===== config.mk =====
export PLATFORM = sky130hd
export DESIGN_NAME = wr_policy_tracker
export DESIGN_NICKNAME = d
export VERILOG_FILES = /design/src/rtl/wr_policy_tracker.sv
export SDC_FILE = /design/constraint.sdc
export NUM_CORES = 1
export LEC_CHECK = 0
export BUFFER_PORTS_ARGS = -buffer_cell sky130_fd_sc_hd__buf_2
export CORE_MARGIN = 2
export CORE_UTILIZATION = 50
export DETAILED_ROUTE_END_ITERATION = 7
export GPL_TIMING_DRIVEN = 0
export PLACE_DENSITY = 0.69
export SYNTH_ARGS = -nofsm -noshare
export SYNTH_HDL_FRONTEND = slang
export SYNTH_SLANG_ARGS = --single-unit

===== constraint.sdc =====
create_clock -name clk -period 2.4 [get_ports clk]
set_clock_uncertainty 0.15 [all_clocks]
set_input_delay 0.48 -clock clk [delete_from_list [all_inputs] [get_ports clk]]
set_output_delay 0.48 -clock clk [all_outputs]
set_load 0.02 [all_outputs]

===== src/rtl/wr_policy_tracker.sv =====
module wr_policy_tracker #(
  parameter int LINES     = 16,
  parameter int WORDS     = 8,
  parameter bit WRITEBACK = 1'b1
) (
  input  logic                     clk,
  input  logic                     rst_n,
  input  logic                     refill_en,
  input  logic [$clog2(LINES)-1:0] refill_line,
  input  logic                     drop_en,
  input  logic [$clog2(LINES)-1:0] drop_line,
  input  logic                     st_en,
  input  logic [$clog2(LINES)-1:0] st_line,
  input  logic [$clog2(WORDS)-1:0] st_word,
  input  logic [1:0]               st_size,
  input  logic                     st_hit,
  output logic [1:0]               cmd,
  output logic [$clog2(LINES)-1:0] cmd_line
);
  localparam int LW = $clog2(LINES);
  localparam logic [1:0] CMD_NONE = 2'd0, CMD_SINGLE = 2'd1, CMD_BURST = 2'd2;
  localparam logic [1:0] SZ_WORD = 2'd2;

  logic [WORDS-1:0] vmask [LINES];
  logic [WORDS-1:0] st_cur, st_next;
  logic             word_set, st_full;
  logic [1:0]       cmd_d;

  assign word_set = st_en && st_hit && (st_size == SZ_WORD);
  assign st_cur   = vmask[st_line];

  always_comb begin
    if (refill_en && refill_line == st_line)   st_next = '1;
    else if (drop_en && drop_line == st_line)  st_next = '0;
    else if (word_set)                         st_next = st_cur | (WORDS'(1) << st_word);
    else                                       st_next = st_cur;
  end

  assign st_full = &st_next;
  assign cmd_d = !st_en ? CMD_NONE :
                 (WRITEBACK && st_hit && st_full) ? CMD_BURST : CMD_SINGLE;

  always_ff @(posedge clk) begin
    if (!rst_n) begin
      for (int l = 0; l < LINES; l++) vmask[l] <= '0;
      cmd      <= CMD_NONE;
      cmd_line <= '0;
    end else begin
      for (int l = 0; l < LINES; l++) begin
        if (refill_en && refill_line == LW'(l))                vmask[l] <= '1;
        else if (drop_en && drop_line == LW'(l))               vmask[l] <= '0;
        else if (word_set && st_line == LW'(l))                vmask[l][st_word] <= 1'b1;
      end
      cmd      <= cmd_d;
      cmd_line <= st_en ? st_line : cmd_line;
    end
  end

  AST_IDLE_NONE: assert property (@(posedge clk) disable iff (!rst_n)
    !st_en |=> cmd == CMD_NONE);
  AST_STORE_CMD: assert property (@(posedge clk) disable iff (!rst_n)
    st_en |=> (cmd != CMD_NONE) && (cmd_line == $past(st_line)));
  AST_WT_NO_BURST: assert property (@(posedge clk) disable iff (!rst_n)
    (!WRITEBACK && st_en) |=> cmd == CMD_SINGLE);
  AST_MISS_SINGLE: assert property (@(posedge clk) disable iff (!rst_n)
    (st_en && !st_hit) |=> cmd == CMD_SINGLE);
  AST_REFILL_BURST: assert property (@(posedge clk) disable iff (!rst_n)
    (WRITEBACK && st_en && st_hit && refill_en && refill_line == st_line) |=> cmd == CMD_BURST);
  AST_CMD_LEGAL: assert property (@(posedge clk) disable iff (!rst_n)
    cmd != 2'd3);
endmodule


==> impl_metrics.json, run 1 <==
{
  "initialDrtViolationCount": 1022,
  "grt_max_degree": 17,
  "hold_end": "cmd[0]",
  "syn_avg_cell_area_sq_um": 10.90,
  "status": "finished clean",
  "tritoncts_num_sinks": 134,
  "cp_max_fo": 10,
  "coreArea_sq_um": 15030,
  "io_buffers": 19,
  "num_rows": 45,
  "synth_warnings": 0,
  "ys_ff_latch": 134,
  "final_common_cell": "o21ai_0",
  "path_common_cell": "inv_1",
  "crit_slowest_cell": "o21ai_0",
  "multi_input_area_sq_um": 3379,
  "drive_above_1_share_pct": 17.02,
  "fin_crit_sh_pct": 98.34,
  "post_drt_wl_per_cell_um": 27.23,
  "die_y_um": 127.5,
  "max_cap_viol_count": 0,
  "p_int_mw": 4.743,
  "netlist.area_leader.share_pct": 50.39,
  "synth_area_leaders": "edfxtp_1, o21ai_0, mux4_2",
  "cts_made_buffers": 17,
  "clock_latency_ns": 0.44,
  "drtAntennaViolNets": 0,
  "r2r_cells": 6,
  "crit_path_end_kind": "flip-flop",
  "tritoncts": "yes",
  "critPathKind": "in -> reg",
  "cp.required_ns": 2.36,
  "p_seq_share_pct": 44.7,
  "p_sw_mw": 1.550,
  "finalHoldViolCount": 0,
  "antenna_cells": 0,
  "synth.largest_area_cell": "edfxtp_1",
  "crit_arrival_ns": 2.32,
  "powerDensity_nw_per_um2": 720.2,
  "critPathMaxStageDelay_ns": 0.34,
  "peakVddDrop_mv": 0.5148,
  "nets": 768,
  "register_area_sq_um": 3964,
  "tightest_slew_ns": 0.7741,
  "max-clock-path-buffers": 2,
  "via_per_inst": 7.026,
  "mostFrequentLayoutCells": "o21ai_0, edfxtp_1, clkbuf_1, nor2_1, nand2_1",
  "crit_chain": "buf_6 > buf_8 > inv_1 > nand3_1 > inv_1 > nand4_1 > clkbuf_1 > o21ai_0",
  "cpLargestDelayFamily": "buffers and inverters",
  "ys.flop_type": "edfxtp_1",
  "critPathLaunchType": "input pin",
  "power_frac_clock_pct": 43.4,
  "synthXorXnorAreaFrac_pct": 0.5741,
  "rrSetupSlack_ns": 0.14,
  "syn2layout_area_growth_pct": 14.53,
  "synthAdderAreaFrac_pct": 0,
  "synth_edf_count": 128,
  "worst_slack_ns": 0.03982,
  "seq_area_frac_synth_pct": 51.96,
  "synthMuxAreaShare_pct": 10.86,
  "synth_top_family_by_area": "compound AO/OA/AOI/OAI gates",
  "min_path_cells": 3,
  "hold_start": "st_en",
  "setup_viol": 0,
  "synthesis.instances": 700,
  "grt_pass1_wl_um": 38170,
  "synth-simple-area-share_pct": 10.48,
  "synth_cell_types": 55,
  "cts_max_level": 4,
  "vias": 6647,
  "grt_pass1_vias": 6263,
  "dieArea_sq_um": 16260,
  "grt_use_total_pct": 32.36,
  "max_slew_margin_pct": 48.39,
  "worstPathBufferInverterCount": 5,
  "dp_hpwl_um": 17630,
  "clk_pin_slew_ns": 0.06,
  "gp_congestion": 1.068,
  "synth_compound_area_share_pct": 21.26,
  "route.detailed.drc": 0,
  "async_flop_share_pct": 0,
  "power_frac_comb_pct": 11.9,
  "place_ws_ns": -0.9919,
  "grt_overflow": 0,
  "die_w_um": 127.5,
  "fin_crit_ns": 2.360,
  "p_sw_share_pct": 24.63,
  "leakage_nw": 2.903,
  "fillerInstances": 1248,
  "synth_fp_nets": 723,
  "io_pins": 29,
  "drv_slew": 0,
  "fin_tns_setup_ns": 0,
  "initial_core_util_pct": 50.74,
  "r2r-end": "cmd[1]",
  "drt-total-wl_um": 25760,
  "antenna_found_initial": 0,
  "dr.pass1.iters": 8,
  "rr_startpoint": "vmask[8][1]",
  "hp-class": "in -> reg",
  "netlist_area_sq_um": 7629,
  "clock.fmax_mhz": 423.7,
  "cts-root-buf": "clkbuf_16"
}
-- worst max-delay path by stage --
stage                         startpoint           end  slack (ns)  depth (start not counted)
after global routing        drop_line[1]   vmask[9][0]     -0.0008                          8
after detailed placement      st_line[1]   vmask[4][0]       -0.99                          7
final                         st_line[0]   vmask[6][0]        0.04                          8
after CTS                 refill_line[0]  vmask[13][5]        0.02                          8
after global placement        st_line[1]   vmask[4][6]       -0.95                          7
after floorplan             drop_line[1]   vmask[7][1]        0.02                          7
-- worst register-to-register path, cell delays in order (launching register included) --
cell and delay (ns):
edfxtp_1 0.39, mux4_1 0.58, a22oi_1 0.26, a31oi_1 0.11, a211oi_1 0.33, a2111oi_2 0.09
a31o_1 0.24
-- stage by stage --
step	instance area (sq um)	hold WS [ns]	util, %	instances	power (mW)
final	8737	0.2223	58.12	946	6.293
after detailed placement	7959	0.3474	52.94	907	3.562
after global routing	8737	0.2186	58.12	946	6.424
after floorplan	7629	0.4333	-	700	3.297
after CTS	8645	0.1977	57.50	942	6.258
after global placement	7959	0.3178	52.94	907	3.535
-- routing by layer --
layer | routed length, um | part of all wire, % | global-route usage, % | up-vias
met2 | 12170 | 47 | 51.71 | 539
met4 | 754 | 2.9 | 10.86 | 0
li1 | - | - | - | 2787
met1 | 9559 | 37 | 42.58 | 3263
met5 | 0 | 0 | 0 | -
met3 | 3284 | 13 | 9.548 | 58
-- final cells by class --
class	count	area share [%]
multi-input combinational	483	38.68
buffer	74	4.010
sequential	134	45.37
inverter	6	0.3007
clock buffer	17	4.869
timing repair buffer	29	1.948
tap	188	2.692
clock inverter	15	2.134
-- power groups by stage --
stage	Sequential [mW]	Clock [mW]	Combinational, mW
global placement	2.85	0	0.683
CTS	2.82	2.73	0.714
finish	2.82	2.73	0.748
floorplan	2.83	0	0.464
global route	2.83	2.81	0.786
detailed placement	2.86	0	0.698
-- logic make-up after synthesis --
family,Yosys count
DFF,134
xor gates and xnor gates,5
AOI/OAI and AO/OA,282
and+or+nand+nor,154
buffers and inverters,83
muxes,42
-- flip-flops by register name, summed over array words and instances, names as in the netlist --
name / flops
cmd: 2
cmd_line: 4
vmask: 128
-- Yosys cell counts, drive strengths merged (10+ instances only) --
library cell	n
o21ai	213
edfxtp	128
clkbuf	51
nor2	40
nand2	32
mux4	29
buf	26
nand3	25
and2	14
mux2i	13
a21oi	12
nor2b	12
a31oi	10
-- timing repair --
item / 4_1_cts / 5_1_grt
gates resized for setup: 11 / 23
pin swaps: 3 / 2
hold buffers: 0 / 0
setup endpoints to repair: 97 / 87
buffers inserted: 5 / 5
Note: power is estimated with default switching activity, not from simulation.
==> inputs of run 2 (changes only) <==
Settings changed: PLACE_DENSITY 0.69 to 0.67.
Clock period 2.4 ns to 2.65 ns, I/O delays scaled along.
==> run 2 against run 1 <==
Die area stayed put. Highest routed layer unchanged. Sequential cell count stayed put. Sequential share of layout area is 0.27 points higher. Clock power is 9.5% lower. Sequential power is 9.6% lower. Design area is 0.60% lower. Critical path depth stayed put. Critical endpoint unchanged.
==> impl_metrics.json, run 2 (same netlist as run 1, synthesis figures left out) <==
{
  "die_w_um": 127.5,
  "crit_arrival_ns": 2.61,
  "fin_tns_setup_ns": 0,
  "largest_reg_flops": 128,
  "power_mw": 5.675,
  "cp_max_fo": 10,
  "powerDensity_nw_per_um2": 653.5,
  "nets": 770,
  "num_rows": 45,
  "fillerInstances": 1261,
  "path_common_cell": "clkbuf_1",
  "top_register": "vmask",
  "max-clock-path-buffers": 2,
  "crit_chain": "buf_2 > nor2b_1 > and2_1 > clkbuf_1 > a32oi_1 > nand4_1 > clkbuf_1 > o21ai_0",
  "fin_crit_sh_pct": 98.28,
  "finalHoldViolCount": 0,
  "tritoncts": "yes",
  "cts_made_buffers": 17,
  "cp.required_ns": 2.65,
  "drt-total-wl_um": 25090,
  "worstPathBufferInverterCount": 3,
  "rr_startpoint": "vmask[10][6]",
  "hp-class": "in -> reg",
  "critPathKind": "in -> reg",
  "antenna_cells": 0,
  "antenna_found_initial": 0,
  "r2r_cells": 6,
  "hold_start": "st_en",
  "crit_start": "refill_line[1]",
  "initial_core_util_pct": 50.74,
  "reg.largest.list": "vmask (128), cmd_line (4), cmd (2)",
  "hold_end": "cmd[0]",
  "final_util_pct": 57.77,
  "syn2layout_area_growth_pct": 13.84,
  "r2r-end": "cmd[1]",
  "leakage_nw": 2.890,
  "multi_input_area_sq_um": 3333,
  "max_slew_margin_pct": 24.35,
  "clock.fmax_mhz": 384.0,
  "crit_slowest_cell": "clkbuf_1",
  "rsz0062_at_grt": "false",
  "setup_viol": 0,
  "post_drt_wl_per_cell_um": 26.47,
  "postCtsHoldBufs": 0,
  "io_pins": 29,
  "dp_hpwl_um": 17290,
  "route.detailed.drc": 0,
  "dieArea_sq_um": 16260,
  "cpLargestDelayFamily": "buffers and inverters",
  "grt_pass1_wl_um": 37410,
  "fin_crit_ns": 2.604,
  "via_per_inst": 6.941,
  "grt_max_degree": 17,
  "final_common_cell": "o21ai_0",
  "crit_path_end_kind": "flip-flop",
  "peakVddDrop_mv": 0.4197,
  "cts-root-buf": "clkbuf_16",
  "grt_use_total_pct": 31.90,
  "die_y_um": 127.5,
  "drv_slew": 0,
  "dr.pass1.iters": 6,
  "coreArea_sq_um": 15030,
  "vias": 6580,
  "drtAntennaViolNets": 0,
  "tritoncts_num_sinks": 134,
  "grt_pass1_vias": 6254,
  "clock_latency_ns": 0.43,
  "drive_above_1_share_pct": 15.26,
  "grt_overflow": 0,
  "tightest_slew_ns": 1.126,
  "min_path_cells": 3,
  "status": "finished clean",
  "register_area_sq_um": 3964,
  "max_cap_viol_count": 0,
  "rrSetupSlack_ns": 0.42,
  "cts_max_level": 4,
  "io_buffers": 19,
  "initialDrtViolationCount": 996,
  "mostFrequentLayoutCells": "o21ai_0, edfxtp_1, clkbuf_1, nor2_1, nand2_1",
  "clk_pin_slew_ns": 0.06,
  "critPathLaunchType": "input pin",
  "gp_congestion": 1.024,
  "critPathMaxStageDelay_ns": 0.44
}
[run 2: cell count changes in the layout (fill, tap and decap cells not counted), moves of 2 or more]
cell        before  now
clkinvlp_4       6    4
o21ai_1          4    1
clkbuf_1        43   50
clkbuf_2         5    1
o21ai_0        209  212
[run 2: tightest hold or removal path: stages]
cell     delay (ns)
buf_4          0.15
nand3_1        0.07
a31oi_1        0.04
[run 2: how the worst max path moves through the flow]
stage	endpoint	slack [ns]	cells after the start
final	vmask[6][0]	0.05	8
after global routing	vmask[6][6]	0.002	8
after CTS	vmask[7][5]	0.01	6
after detailed placement	vmask[4][6]	-0.79	7
after global placement	vmask[4][6]	-0.71	7
after floorplan	vmask[7][1]	0.22	7
[run 2: metrics by stage]
stage / cell area [sq um] / worst slack (ns) / hold slack [ns] / cells
detailed placement: 7959 / -0.7895 / 0.3280 / 907
floorplan: 7629 / 0.2195 / 0.4333 / 700
global route: 8685 / 0.001679 / 0.2569 / 948
global placement: 7959 / -0.7053 / 0.3168 / 907
finish: 8685 / 0.04571 / 0.2593 / 948
CTS: 8596 / 0.01336 / 0.2402 / 940
[run 2: layout make-up]
| type | count | share of cell area, % |
|---|---|---|
| Sequential cell | 134 | 45.64 |
| Multi-Input combinational cell | 483 | 38.38 |
| Clock buffer | 18 | 4.942 |
| Inverter | 6 | 0.2593 |
| Tap cell | 188 | 2.709 |
| Clock inverter | 14 | 2.118 |
| Timing Repair Buffer | 29 | 1.959 |
| Buffer | 76 | 3.991 |
[run 2: report_power, final]
| group | total (mW) | switching [mW] | leakage [nW] | internal, mW |
|---|---|---|---|---|
| Sequential | 2.55 | 0.0500 | 1.29 | 2.50 |
| Clock | 2.47 | 0.907 | 0.285 | 1.56 |
| Combinational | 0.660 | 0.423 | 1.31 | 0.237 |
| Total | 5.68 | 1.38 | 2.89 | 4.29 |
[run 2: metal layers]
layer	global-route usage [%]	wire (um)	vias up
met4	13.12	788	0
met2	49.98	11830	514
met3	9.464	3115	74
li1	-	-	2789
met5	0	0	-
met1	41.80	9357	3203
[run 2: timing repair]
action | in CTS | in global routing
buffers inserted | 1 | 9
pin swaps | 1 | 3
gates resized for setup | 4 | 7
setup endpoints to repair | 49 | 57
hold endpoints to repair | 0 | 0
==> inputs of run 3 (changes only) <==
Clock period 2.65 ns to 3.3 ns, I/O delays scaled along.
==> run 3 against run 2 <==
Worst hold slack improved by 0.089 ns. First-iteration DRC count decreased by 4.7%. Total power decreased by 20%. Final cell count decreased by 0.95%. Design area decreased by 1.3%. Sequential power decreased by 20%. Die area unchanged. Sequential cell count unchanged. Register-to-register slack improved by 0.63 ns. Combinational power decreased by 21%. Sequential share of layout area increased by 0.60 points. Global-route usage decreased by 0.054 points. Highest routed layer unchanged.
==> impl_metrics.json, run 3 (same netlist as run 1, synthesis figures left out) <==
{
  "dieArea_sq_um": 16260,
  "worst_slack_ns": 0.03668,
  "finalHoldViolCount": 0,
  "coreArea_sq_um": 15030,
  "grt_pass1_wl_um": 37350,
  "grt_pass1_vias": 6214,
  "clock_latency_ns": 0.43,
  "final_common_cell": "o21ai_0",
  "worstPathBufferInverterCount": 4,
  "route.detailed.drc": 0,
  "die_y_um": 127.5,
  "cpLargestDelayFamily": "simple AND/OR/NAND/NOR gates",
  "fin_crit_ns": 3.263,
  "rsz0062_at_grt": "false",
  "hold_start": "cmd_line[2]",
  "reg.largest.list": "vmask (128), cmd_line (4), cmd (2)",
  "place_ws_ns": -0.2695,
  "cts_max_level": 4,
  "drv_slew": 0,
  "post-cts-setup-buffers": 0,
  "max_slew_margin_pct": 21.87,
  "max_cap_viol_count": 0,
  "max-clock-path-buffers": 2,
  "peakVddDrop_mv": 0.3403,
  "p_sw_share_pct": 24.52,
  "leakage_nw": 2.838,
  "layout.cells.non_filler": 939,
  "path_common_cell": "buf_2",
  "critPathMaxStageDelay_ns": 0.61,
  "critPathLaunchType": "input pin",
  "antenna_found_initial": 0,
  "via_per_inst": 6.961,
  "dp_hpwl_um": 17290,
  "place_inst": 907,
  "cp_max_fo": 10,
  "io_buffers": 19,
  "tritoncts_num_sinks": 134,
  "gp_congestion": 1.024,
  "powerDensity_nw_per_um2": 532.2,
  "drtAntennaViolNets": 0,
  "tightest_slew_ns": 1.163,
  "fillerInstances": 1265,
  "nets": 761,
  "grt_max_degree": 17,
  "die_w_um": 127.5,
  "setup_viol": 0,
  "mostFrequentLayoutCells": "o21ai_0, edfxtp_1, clkbuf_1, nor2_1, nand2_1",
  "hold_end": "cmd_line[2]",
  "p_seq_share_pct": 44.8,
  "crit_path_end_kind": "flip-flop",
  "rr_startpoint": "vmask[10][6]",
  "min_path_cells": 2,
  "io_pins": 29,
  "hp-class": "reg -> reg",
  "grt_overflow": 0,
  "num_rows": 45,
  "power_frac_comb_pct": 11.4,
  "r2r_cells": 6,
  "power_mw": 4.562,
  "p_sw_mw": 1.118,
  "status": "finished clean",
  "crit_arrival_ns": 3.24,
  "crit_slowest_cell": "nor3_1",
  "drt-total-wl_um": 25180,
  "postLayoutCellArea_sq_um": 8572,
  "grt_use_total_pct": 31.84,
  "crit_chain": "buf_4 > buf_2 > buf_2 > nor3_1 > nand4_1 > clkbuf_1 > o21ai_0",
  "cts-root-buf": "clkbuf_16",
  "top_register": "vmask",
  "clk_pin_slew_ns": 0.06,
  "rrSetupSlack_ns": 1.05,
  "power_frac_clock_pct": 43.8,
  "p_int_mw": 3.444,
  "drive_above_1_share_pct": 12.92,
  "dr.pass1.iters": 6,
  "postCtsHoldBufs": 0,
  "vias": 6536,
  "cp.required_ns": 3.27,
  "critPathKind": "in -> reg",
  "post_drt_wl_per_cell_um": 26.81,
  "initialDrtViolationCount": 949,
  "cts_made_buffers": 17,
  "post_cts_resized": 0,
  "clock.fmax_mhz": 306.4,
  "crit_start": "st_line[1]",
  "initial_core_util_pct": 50.74,
  "largest_reg_flops": 128,
  "placed_area_sq_um": 7959,
  "antenna_cells": 0,
  "tritoncts": "yes",
  "fin_crit_sh_pct": 98.89,
  "hold_slack_ns": 0.3482,
  "syn2layout_area_growth_pct": 12.37,
  "r2r-end": "cmd[1]"
}
-- run 3: layout make-up --
| cell class | instances | area, sq um | share of cell area, % |
|---|---|---|---|
| clock buffer | 18 | 429.2 | 5.007 |
| inverter | 6 | 22.52 | 0.2627 |
| multi-input combinational | 483 | 3293 | 38.42 |
| sequential | 134 | 3964 | 46.24 |
| clock inverter | 14 | 183.9 | 2.146 |
| buffer | 77 | 349.1 | 4.072 |
| tap | 188 | 235.2 | 2.744 |
| timing repair buffer | 19 | 95.09 | 1.109 |
-- run 3: power groups by stage --
stage | clock network (mW) | logic, mW | registers, mW
after global placement | 0 | 0.495 | 2.07
after floorplan | 0 | 0.338 | 2.06
after detailed placement | 0 | 0.503 | 2.08
after CTS | 2.00 | 0.506 | 2.05
after global routing | 2.04 | 0.552 | 2.06
final | 2.00 | 0.521 | 2.04
-- run 3: layer usage --
metal  routed length (um)  part of all wire (%)  GRT usage, %
met4                  703                   2.8         12.54
met1                 9593                    38         41.69
met2                11760                    47         49.95
met5                    0                     0             0
met3                 3116                    12         9.799
-- run 3: how the worst max path moves through the flow --
stage                              to  slack, ns  cells past startpoint
final                     vmask[4][6]       0.04                      7
after global routing      vmask[4][5]       0.06                      7
after CTS                 vmask[4][6]       0.17                      7
after detailed placement  vmask[4][6]      -0.27                      7
after global placement    vmask[4][6]      -0.19                      7
after floorplan           vmask[7][0]       0.74                      7
-- run 3: worst min-delay path: cells and delay by family (launching register included) --
| family | cells | cell delay (ns) |
|---|---|---|
| AND/OR/NAND/NOR | 1 | 0.07 |
| flip-flops | 1 | 0.33 |
| multiplexers | 1 | 0.07 |
-- run 3: stage by stage --
stage               TNS, ns  util [%]
CTS                       0     57.02
floorplan                 0         -
global placement     -1.587     52.94
finish                    0     57.02
global route              0     57.02
detailed placement   -2.508     52.94
